### src/rtl/i2c_cfg_pkg.sv
package i2c_cfg_pkg;

    localparam int BYTE_W = 8;

    typedef enum logic [3:0] {
        ST_IDLE,
        ST_DEVADR,
        ST_DEV_ACK,
        ST_REGADR,
        ST_REG_ACK,
        ST_WRDATA,
        ST_WR_ACK,
        ST_RDDATA,
        ST_RD_ACK,
        ST_IGNORE
    } link_state_t;

    typedef struct packed {
        logic scl_rise;
        logic scl_fall;
        logic start;
        logic stop;
        logic sda;
    } bus_evt_t;

    typedef struct packed {
        logic                 en;
        logic [6:0]           addr;
        logic [BYTE_W-1:0]    data;
    } wr_req_t;

endpackage

### src/rtl/i2c_line_sync.sv
module i2c_line_sync
    import i2c_cfg_pkg::*;
#(
    parameter int STAGES = 2
) (
    input  logic     clk,
    input  logic     rst,
    input  logic     scl_in,
    input  logic     sda_in,
    output bus_evt_t evt
);
    logic [STAGES-1:0] scl_chain;
    logic [STAGES-1:0] sda_chain;
    logic              scl_prev;
    logic              sda_prev;
    logic              scl_now;
    logic              sda_now;

    generate
        if (STAGES == 1) begin : g_one
            always_ff @(posedge clk) begin
                if (rst) begin
                    scl_chain <= 1'b1;
                    sda_chain <= 1'b1;
                end else begin
                    scl_chain <= scl_in;
                    sda_chain <= sda_in;
                end
            end
        end else begin : g_many
            always_ff @(posedge clk) begin
                if (rst) begin
                    scl_chain <= '1;
                    sda_chain <= '1;
                end else begin
                    scl_chain <= {scl_chain[STAGES-2:0], scl_in};
                    sda_chain <= {sda_chain[STAGES-2:0], sda_in};
                end
            end
        end
    endgenerate

    assign scl_now = scl_chain[STAGES-1];
    assign sda_now = sda_chain[STAGES-1];

    always_ff @(posedge clk) begin
        if (rst) begin
            scl_prev <= 1'b1;
            sda_prev <= 1'b1;
        end else begin
            scl_prev <= scl_now;
            sda_prev <= sda_now;
        end
    end

    always_comb begin
        evt.scl_rise = scl_now & ~scl_prev;
        evt.scl_fall = ~scl_now & scl_prev;
        evt.start    = scl_now & scl_prev & sda_prev & ~sda_now;
        evt.stop     = scl_now & scl_prev & ~sda_prev & sda_now;
        evt.sda      = sda_now;
    end

endmodule

### src/rtl/i2c_link_fsm.sv
module i2c_link_fsm
    import i2c_cfg_pkg::*;
#(
    parameter int         NREG     = 128,
    parameter logic [6:0] DEV_ADDR = 7'h5F,
    localparam int        AW       = $clog2(NREG)
) (
    input  logic              clk,
    input  logic              rst,
    input  logic              enable,
    input  bus_evt_t          evt,
    input  logic [BYTE_W-1:0] rd_data,
    output logic [AW-1:0]     rd_addr,
    output logic              wr_en,
    output logic [AW-1:0]     wr_addr,
    output logic [BYTE_W-1:0] wr_data,
    output logic              sda_oe
);
    link_state_t        state;
    logic [3:0]         bitcnt;
    logic [BYTE_W-1:0]  shreg;
    logic [AW-1:0]      ptr;
    logic               is_read;
    logic               nack_seen;
    logic               oe_q;

    function automatic logic [AW-1:0] ptr_next(input logic [AW-1:0] p);
        if (p == AW'(NREG - 1)) return '0;
        return p + 1'b1;
    endfunction

    assign rd_addr = ptr;
    assign sda_oe  = oe_q;

    always_ff @(posedge clk) begin
        if (rst) begin
            state     <= ST_IDLE;
            bitcnt    <= '0;
            shreg     <= '0;
            ptr       <= '0;
            is_read   <= 1'b0;
            nack_seen <= 1'b0;
            oe_q      <= 1'b0;
            wr_en     <= 1'b0;
            wr_addr   <= '0;
            wr_data   <= '0;
        end else begin
            wr_en <= 1'b0;
            if (!enable) begin
                state <= ST_IDLE;
                oe_q  <= 1'b0;
            end else if (evt.stop) begin
                state <= ST_IDLE;
                oe_q  <= 1'b0;
            end else if (evt.start) begin
                state  <= ST_DEVADR;
                bitcnt <= '0;
                oe_q   <= 1'b0;
            end else begin
                unique case (state)
                    ST_DEVADR, ST_REGADR, ST_WRDATA: begin
                        if (evt.scl_rise && bitcnt != 4'd8) begin
                            shreg  <= {shreg[BYTE_W-2:0], evt.sda};
                            bitcnt <= bitcnt + 4'd1;
                        end else if (evt.scl_fall && bitcnt == 4'd8) begin
                            bitcnt <= '0;
                            if (state == ST_DEVADR) begin
                                if (shreg[7:1] == DEV_ADDR) begin
                                    is_read <= shreg[0];
                                    oe_q    <= 1'b1;
                                    state   <= ST_DEV_ACK;
                                end else begin
                                    state <= ST_IGNORE;
                                end
                            end else if (state == ST_REGADR) begin
                                ptr   <= shreg[AW-1:0];
                                oe_q  <= 1'b1;
                                state <= ST_REG_ACK;
                            end else begin
                                wr_en   <= 1'b1;
                                wr_addr <= ptr;
                                wr_data <= shreg;
                                ptr     <= ptr_next(ptr);
                                oe_q    <= 1'b1;
                                state   <= ST_WR_ACK;
                            end
                        end
                    end
                    ST_DEV_ACK: begin
                        if (evt.scl_fall) begin
                            bitcnt <= '0;
                            if (is_read) begin
                                shreg <= rd_data;
                                oe_q  <= ~rd_data[7];
                                state <= ST_RDDATA;
                            end else begin
                                oe_q  <= 1'b0;
                                state <= ST_REGADR;
                            end
                        end
                    end
                    ST_REG_ACK, ST_WR_ACK: begin
                        if (evt.scl_fall) begin
                            oe_q  <= 1'b0;
                            state <= ST_WRDATA;
                        end
                    end
                    ST_RDDATA: begin
                        if (evt.scl_fall) begin
                            if (bitcnt == 4'd7) begin
                                bitcnt <= '0;
                                oe_q   <= 1'b0;
                                ptr    <= ptr_next(ptr);
                                state  <= ST_RD_ACK;
                            end else begin
                                shreg  <= {shreg[BYTE_W-2:0], 1'b0};
                                oe_q   <= ~shreg[6];
                                bitcnt <= bitcnt + 4'd1;
                            end
                        end
                    end
                    ST_RD_ACK: begin
                        if (evt.scl_rise) begin
                            nack_seen <= evt.sda;
                        end else if (evt.scl_fall) begin
                            if (!nack_seen) begin
                                shreg <= rd_data;
                                oe_q  <= ~rd_data[7];
                                state <= ST_RDDATA;
                            end else begin
                                state <= ST_IGNORE;
                            end
                        end
                    end
                    default: begin
                        oe_q <= 1'b0;
                    end
                endcase
            end
        end
    end

    AST_DISABLED_QUIET: assert property (@(posedge clk) disable iff (rst)
        !enable |=> !sda_oe);

    AST_FOREIGN_QUIET: assert property (@(posedge clk) disable iff (rst)
        (state == ST_IGNORE) |-> !sda_oe);

    AST_PTR_WRAP: assert property (@(posedge clk) disable iff (rst)
        (wr_en && wr_addr == AW'(NREG - 1)) |-> (ptr == '0));

    AST_STOP_IDLE: assert property (@(posedge clk) disable iff (rst)
        (enable && evt.stop) |=> (state == ST_IDLE));

    AST_NACK_RELEASE: assert property (@(posedge clk) disable iff (rst)
        (state == ST_RD_ACK) |-> !sda_oe);

endmodule

### src/rtl/i2c_reg_bank.sv
module i2c_reg_bank
    import i2c_cfg_pkg::*;
#(
    parameter int NREG      = 128,
    parameter int RUN_REG   = 1,
    parameter int RUN_BIT   = 0,
    localparam int AW       = $clog2(NREG),
    localparam int FLAT_W   = NREG * BYTE_W
) (
    input  logic              clk,
    input  logic              rst,
    input  wr_req_t           req,
    input  logic [AW-1:0]     rd_addr,
    output logic [BYTE_W-1:0] rd_data,
    output logic [FLAT_W-1:0] flat,
    output logic              run_en
);
    localparam logic [BYTE_W-1:0] RUN_MASK = BYTE_W'(1) << RUN_BIT;

    for (genvar i = 0; i < NREG; i++) begin : g_reg
        logic [BYTE_W-1:0] q;
        logic              hit;
        assign hit = req.en && (req.addr[AW-1:0] == AW'(i));
        if (i == RUN_REG) begin : g_sticky
            always_ff @(posedge clk) begin
                if (rst)
                    q <= '0;
                else if (hit)
                    q <= req.data | (q & RUN_MASK);
            end
        end else begin : g_plain
            always_ff @(posedge clk) begin
                if (rst)
                    q <= '0;
                else if (hit)
                    q <= req.data;
            end
        end
        assign flat[i*BYTE_W +: BYTE_W] = q;
    end

    always_comb begin
        rd_data = flat[int'(rd_addr)*BYTE_W +: BYTE_W];
    end

    assign run_en = flat[RUN_REG*BYTE_W + RUN_BIT];

    AST_RUN_STICKY: assert property (@(posedge clk) disable iff (rst)
        run_en |=> run_en);

    AST_RUN_RESET: assert property (@(posedge clk)
        rst |=> !run_en);

endmodule

### src/rtl/i2c_cfg_slave.sv
module i2c_cfg_slave
    import i2c_cfg_pkg::*;
#(
    parameter int         NREG        = 128,
    parameter int         SYNC_STAGES = 2,
    parameter logic [1:0] MODE_ON     = 2'b01,
    parameter logic [6:0] DEV_ADDR    = 7'h5F,
    localparam int        AW          = $clog2(NREG),
    localparam int        FLAT_W      = NREG * BYTE_W
) (
    input  logic              clk,
    input  logic              rst,
    input  logic [1:0]        mode_sel,
    input  logic              scl_in,
    input  logic              sda_in,
    output logic              sda_oe,
    output logic [FLAT_W-1:0] cfg_regs,
    output logic              run_en
);
    bus_evt_t          evt;
    wr_req_t           req;
    logic              enable;
    logic [AW-1:0]     rd_addr;
    logic [BYTE_W-1:0] rd_data;
    logic              wr_en;
    logic [AW-1:0]     wr_addr;
    logic [BYTE_W-1:0] wr_data;

    assign enable = (mode_sel == MODE_ON);

    i2c_line_sync #(.STAGES(SYNC_STAGES)) u_sync (
        .clk    (clk),
        .rst    (rst),
        .scl_in (scl_in),
        .sda_in (sda_in),
        .evt    (evt)
    );

    i2c_link_fsm #(.NREG(NREG), .DEV_ADDR(DEV_ADDR)) u_fsm (
        .clk     (clk),
        .rst     (rst),
        .enable  (enable),
        .evt     (evt),
        .rd_data (rd_data),
        .rd_addr (rd_addr),
        .wr_en   (wr_en),
        .wr_addr (wr_addr),
        .wr_data (wr_data),
        .sda_oe  (sda_oe)
    );

    always_comb begin
        req      = '0;
        req.en   = wr_en;
        req.addr = 7'(wr_addr);
        req.data = wr_data;
    end

    i2c_reg_bank #(.NREG(NREG)) u_bank (
        .clk     (clk),
        .rst     (rst),
        .req     (req),
        .rd_addr (rd_addr),
        .rd_data (rd_data),
        .flat    (cfg_regs),
        .run_en  (run_en)
    );

endmodule

### config.mk
export PLATFORM = sky130hd
export DESIGN_NAME = i2c_cfg_slave
export DESIGN_NICKNAME = d
export VERILOG_FILES = /design/src/rtl/i2c_cfg_pkg.sv /design/src/rtl/i2c_line_sync.sv /design/src/rtl/i2c_link_fsm.sv /design/src/rtl/i2c_reg_bank.sv /design/src/rtl/i2c_cfg_slave.sv
export SDC_FILE = /design/constraint.sdc
export NUM_CORES = 2
export LEC_CHECK = 0
export BUFFER_PORTS_ARGS = -buffer_cell sky130_fd_sc_hd__buf_2
export CAP_MARGIN = 20
export CORE_AREA = 3 3 405 407
export DETAILED_ROUTE_END_ITERATION = 6
export DIE_AREA = 0 0 408 410
export GPL_TIMING_DRIVEN = 0
export HOLD_SLACK_MARGIN = 0.02
export PLACE_DENSITY_LB_ADDON = 0.1
export SLEW_MARGIN = 10
export SYNTH_ARGS = -nofsm -noshare
export SYNTH_HDL_FRONTEND = slang
export SYNTH_SLANG_ARGS = --single-unit
### constraint.sdc
create_clock -name clk -period 3 [get_ports clk]
set_clock_uncertainty 0.1 [all_clocks]
set_input_delay 0.3 -clock clk [delete_from_list [all_inputs] [get_ports clk]]
set_output_delay 0.3 -clock clk [all_outputs]
set_load 0.005 [all_outputs]
==> out/qor.yml <==
rsz0062_at_grt: "yes"
grt_pass1_vias: 49700
finalNonFillerCells: 9055
setup_ws_ns: -0.151
start_kind: "flop"
synth.distinct_cells: 65
synth_warnings: 0
synthXorXnorAreaFrac_pct: 0.0551
critical_path_class: "flop to flop"
synthTopCellsByArea: "dfxtp_1, mux4_2, a21oi_1"
wire_per_inst_microns: 39.3
place_inst: 8739
cp.arrival_ns: 3.73
setup_viol: 21
antenna_found_initial: 39
yosysMostFrequentCell: "dfxtp_1"
grt_max_degree: 17
row_count: 147
clkTransAtPathRegs_ns: 0.06
seq_area_frac_synth_pct: 45.0
via_count: 54300
drive_above_1_share_pct: 28.4
cp_max_fo: 10
final_hold_viol_count: 0
status: "finished with violations"
drv_cap: 0
clkSinkCount: 1072
ios: 1032
leakagePower_uw: 0.0230
fmax_mhz: 317
synth-main-ff-cell: "dfxtp_1"
post_dp_cell_area_sq_um: 56100
p_per_area_nw_per_um2: 497
violations: "design-rule violations, negative setup slack"
syn-cell-area_sq_um: 47700
synth.avg_cell_area_sq_um: 8.65
synth_nets: 5521
wl_microns: 356000
end_kind: "flop"
initial_core_util_pct: 29.7
worst_slew_pin_slew_ns: 1.33
crit_required_ns: 3.58
synth_top_area_share_pct: 45.0
clock-root-buffer: "clkbuf_16"
core_area_sq_um: 161000
synth_top_cell_by_area: "dfxtp_1"
synthMuxAreaShare_pct: 16.5
h-tree-depth: 4
synth_edf_count: 0
antenna_left: 0
syn_inst: 5512
grt.overflow.total: 0
first_pass_iters: 7
grt_pass1_wl_microns: 464000
async_flop_share_pct: 0
clock_latency_ns: 0.80
r2r_slack_ns: -0.15
slew_headroom_pct: 11.3
synthAdderAreaFrac_pct: 0.0787
layout.nets: 6795
cts_tree: "done"
ir_worst_vdd_mv: 0.588
die-area_sq_um: 167000
grt_use_total_pct: 40.7
synthSimpleGateAreaFrac_pct: 14.9
synth_top_family_by_area: "compound AO/OA/AOI/OAI gates"
cts_buffer_depth: 3
die_y_microns: 410
fin_crit_ns: 3.15
hp-class: "input port to flop"
die_w_microns: 408
drv_slew: 0
yosys-top-cells-count: "dfxtp_1, nand2_1, a21oi_1"
place_congestion: 1.02
numCtsBuffers: 133
synth_compound_area_share_pct: 18.8
place.port_buffers: 1031
syn_to_final_growth_pct: 33.0
post-dp-hpwl_microns: 282000
vias_per_cell: 5.99
design_area_sq_um: 63400
synth_seq_cells: 1072
drt_iter0_markers: 7066
post-route-period-util_pct: 105
drc: 4
[critical path: stages (launching register included)]
cell	delay (ns)
dfxtp_4	0.39
nand2b_2	0.33
buf_2	0.52
buf_4	0.48
o221ai_1	0.38
o22ai_2	0.30
o311ai_2	0.20
a32o_1	0.33
[layout make-up]
| class | instances | area, sq um |
|---|---|---|
| Clock buffer | 194 | 3930 |
| Buffer | 545 | 2860 |
| Sequential cell | 1072 | 21500 |
| Antenna cell | 11 | 27.5 |
| Clock inverter | 39 | 460 |
| Tap cell | 2160 | 2700 |
| Fill cell | 16700 | 97100 |
| Inverter | 11 | 45.0 |
| Timing Repair Buffer | 1145 | 6700 |
| Multi-Input combinational cell | 3878 | 25300 |
[sequential cells by signal (all words and copies together), names as in the netlist, 2 cells and up]
signal	count
u_bank.g.q	1024
u_fsm.bitcnt	4
u_fsm.rd_addr	7
u_fsm.shreg	8
u_fsm.state	4
u_fsm.wr_addr	7
u_fsm.wr_data	8
u_sync.scl_chain	2
u_sync.sda_chain	2
[cells by family (layout without fill, tap and decap cells)]
group / Yosys count / after routing
other cells: 0 / 11
buf+inv: 562 / 1934
compound gates: 1720 / 1720
fa+ha+maj: 3 / 3
flops: 1072 / 1072
mux: 446 / 446
simple gates: 1706 / 1706
xor+xnor: 3 / 3
[metal layers]
layer  GRT usage, %  wire length (microns)  vias to the layer above
met5              0                     72                        -
met4           27.0                  28900                       10
met3           13.9                  41100                      901
met2           62.7                 156000                     3789
met1           48.1                 130000                    27400
li1               -                      -                    22200
[power breakdown]
part           switching (uW)  leakage, uW  internal (uW)
registers                3.89      0.00863          14200
logic                     461       0.0122           65.8
clock network            7060      0.00217           9700
total                    7530       0.0230          24000
[what timing repair did]
action | in CTS | in global routing
hold buffers | 5 | 0
gates cloned | 2 | 2
pin swaps | 12 | 23
endpoints found under the setup margin | 757 | 672
endpoints found under the hold margin | 4 | 0
resized for setup | 363 | 144
buffers inserted | 42 | 23
[path summary, 6_finish.rpt]
| kind | from | endpoint | depth (start not counted) |
|---|---|---|---|
| worst max-delay path | u_fsm.rd_addr[1]$_SDFFE_PP0P_ | u_fsm.shreg[2]$_SDFFE_PP0P_ | 7 |
| worst min-delay path | scl_in | u_sync.scl_chain[0]$_SDFF_PP1_ | 3 |
| worst max register to register | u_fsm.rd_addr[1]$_SDFFE_PP0P_ | u_fsm.shreg[2]$_SDFFE_PP0P_ | 7 |
| worst min register to register | u_sync.sda_chain[0]$_SDFF_PP1_ | u_sync.sda_chain[1]$_SDFF_PP1_ | 1 |
[layout by cell type (no fill, tap or decap), types with 19 or more instances in the layout]
cell / instances
nor2_2: 44
mux4_2: 272
nand3_1: 326
a21oi_1: 961
buf_6: 19
clkbuf_1: 437
clkbuf_2: 48
buf_8: 31
nor3_1: 19
dfxtp_1: 1068
clkbuf_8: 35
clkinv_2: 21
mux2i_4: 28
o21ai_0: 624
clkbuf_16: 139
mux2i_1: 134
nor2_1: 170
nor2_4: 25
nand2_1: 1028
buf_12: 35
buf_4: 49
buf_2: 1044
[through the flow]
| stage | total power (uW) | util (%) | hold slack [ns] | TNS [ns] | worst slack (ns) |
|---|---|---|---|---|---|
| 4_1_cts | 31500 | 39.0 | 0.184 | -1.20 | -0.0951 |
| 2_1_floorplan | 14800 | - | 0.289 | 0 | 0.481 |
| 3_3_place_gp | 15000 | 34.6 | 0.306 | -534.24 | -3.01 |
| 3_5_place_dp | 15000 | 35.0 | 0.301 | -316.37 | -1.60 |
| 6_report | 31500 | 39.5 | 0.224 | -0.795 | -0.151 |
| 5_1_grt | 32100 | 39.5 | 0.202 | -0.485 | -0.101 |
Note: power is estimated with default switching activity, not from simulation.
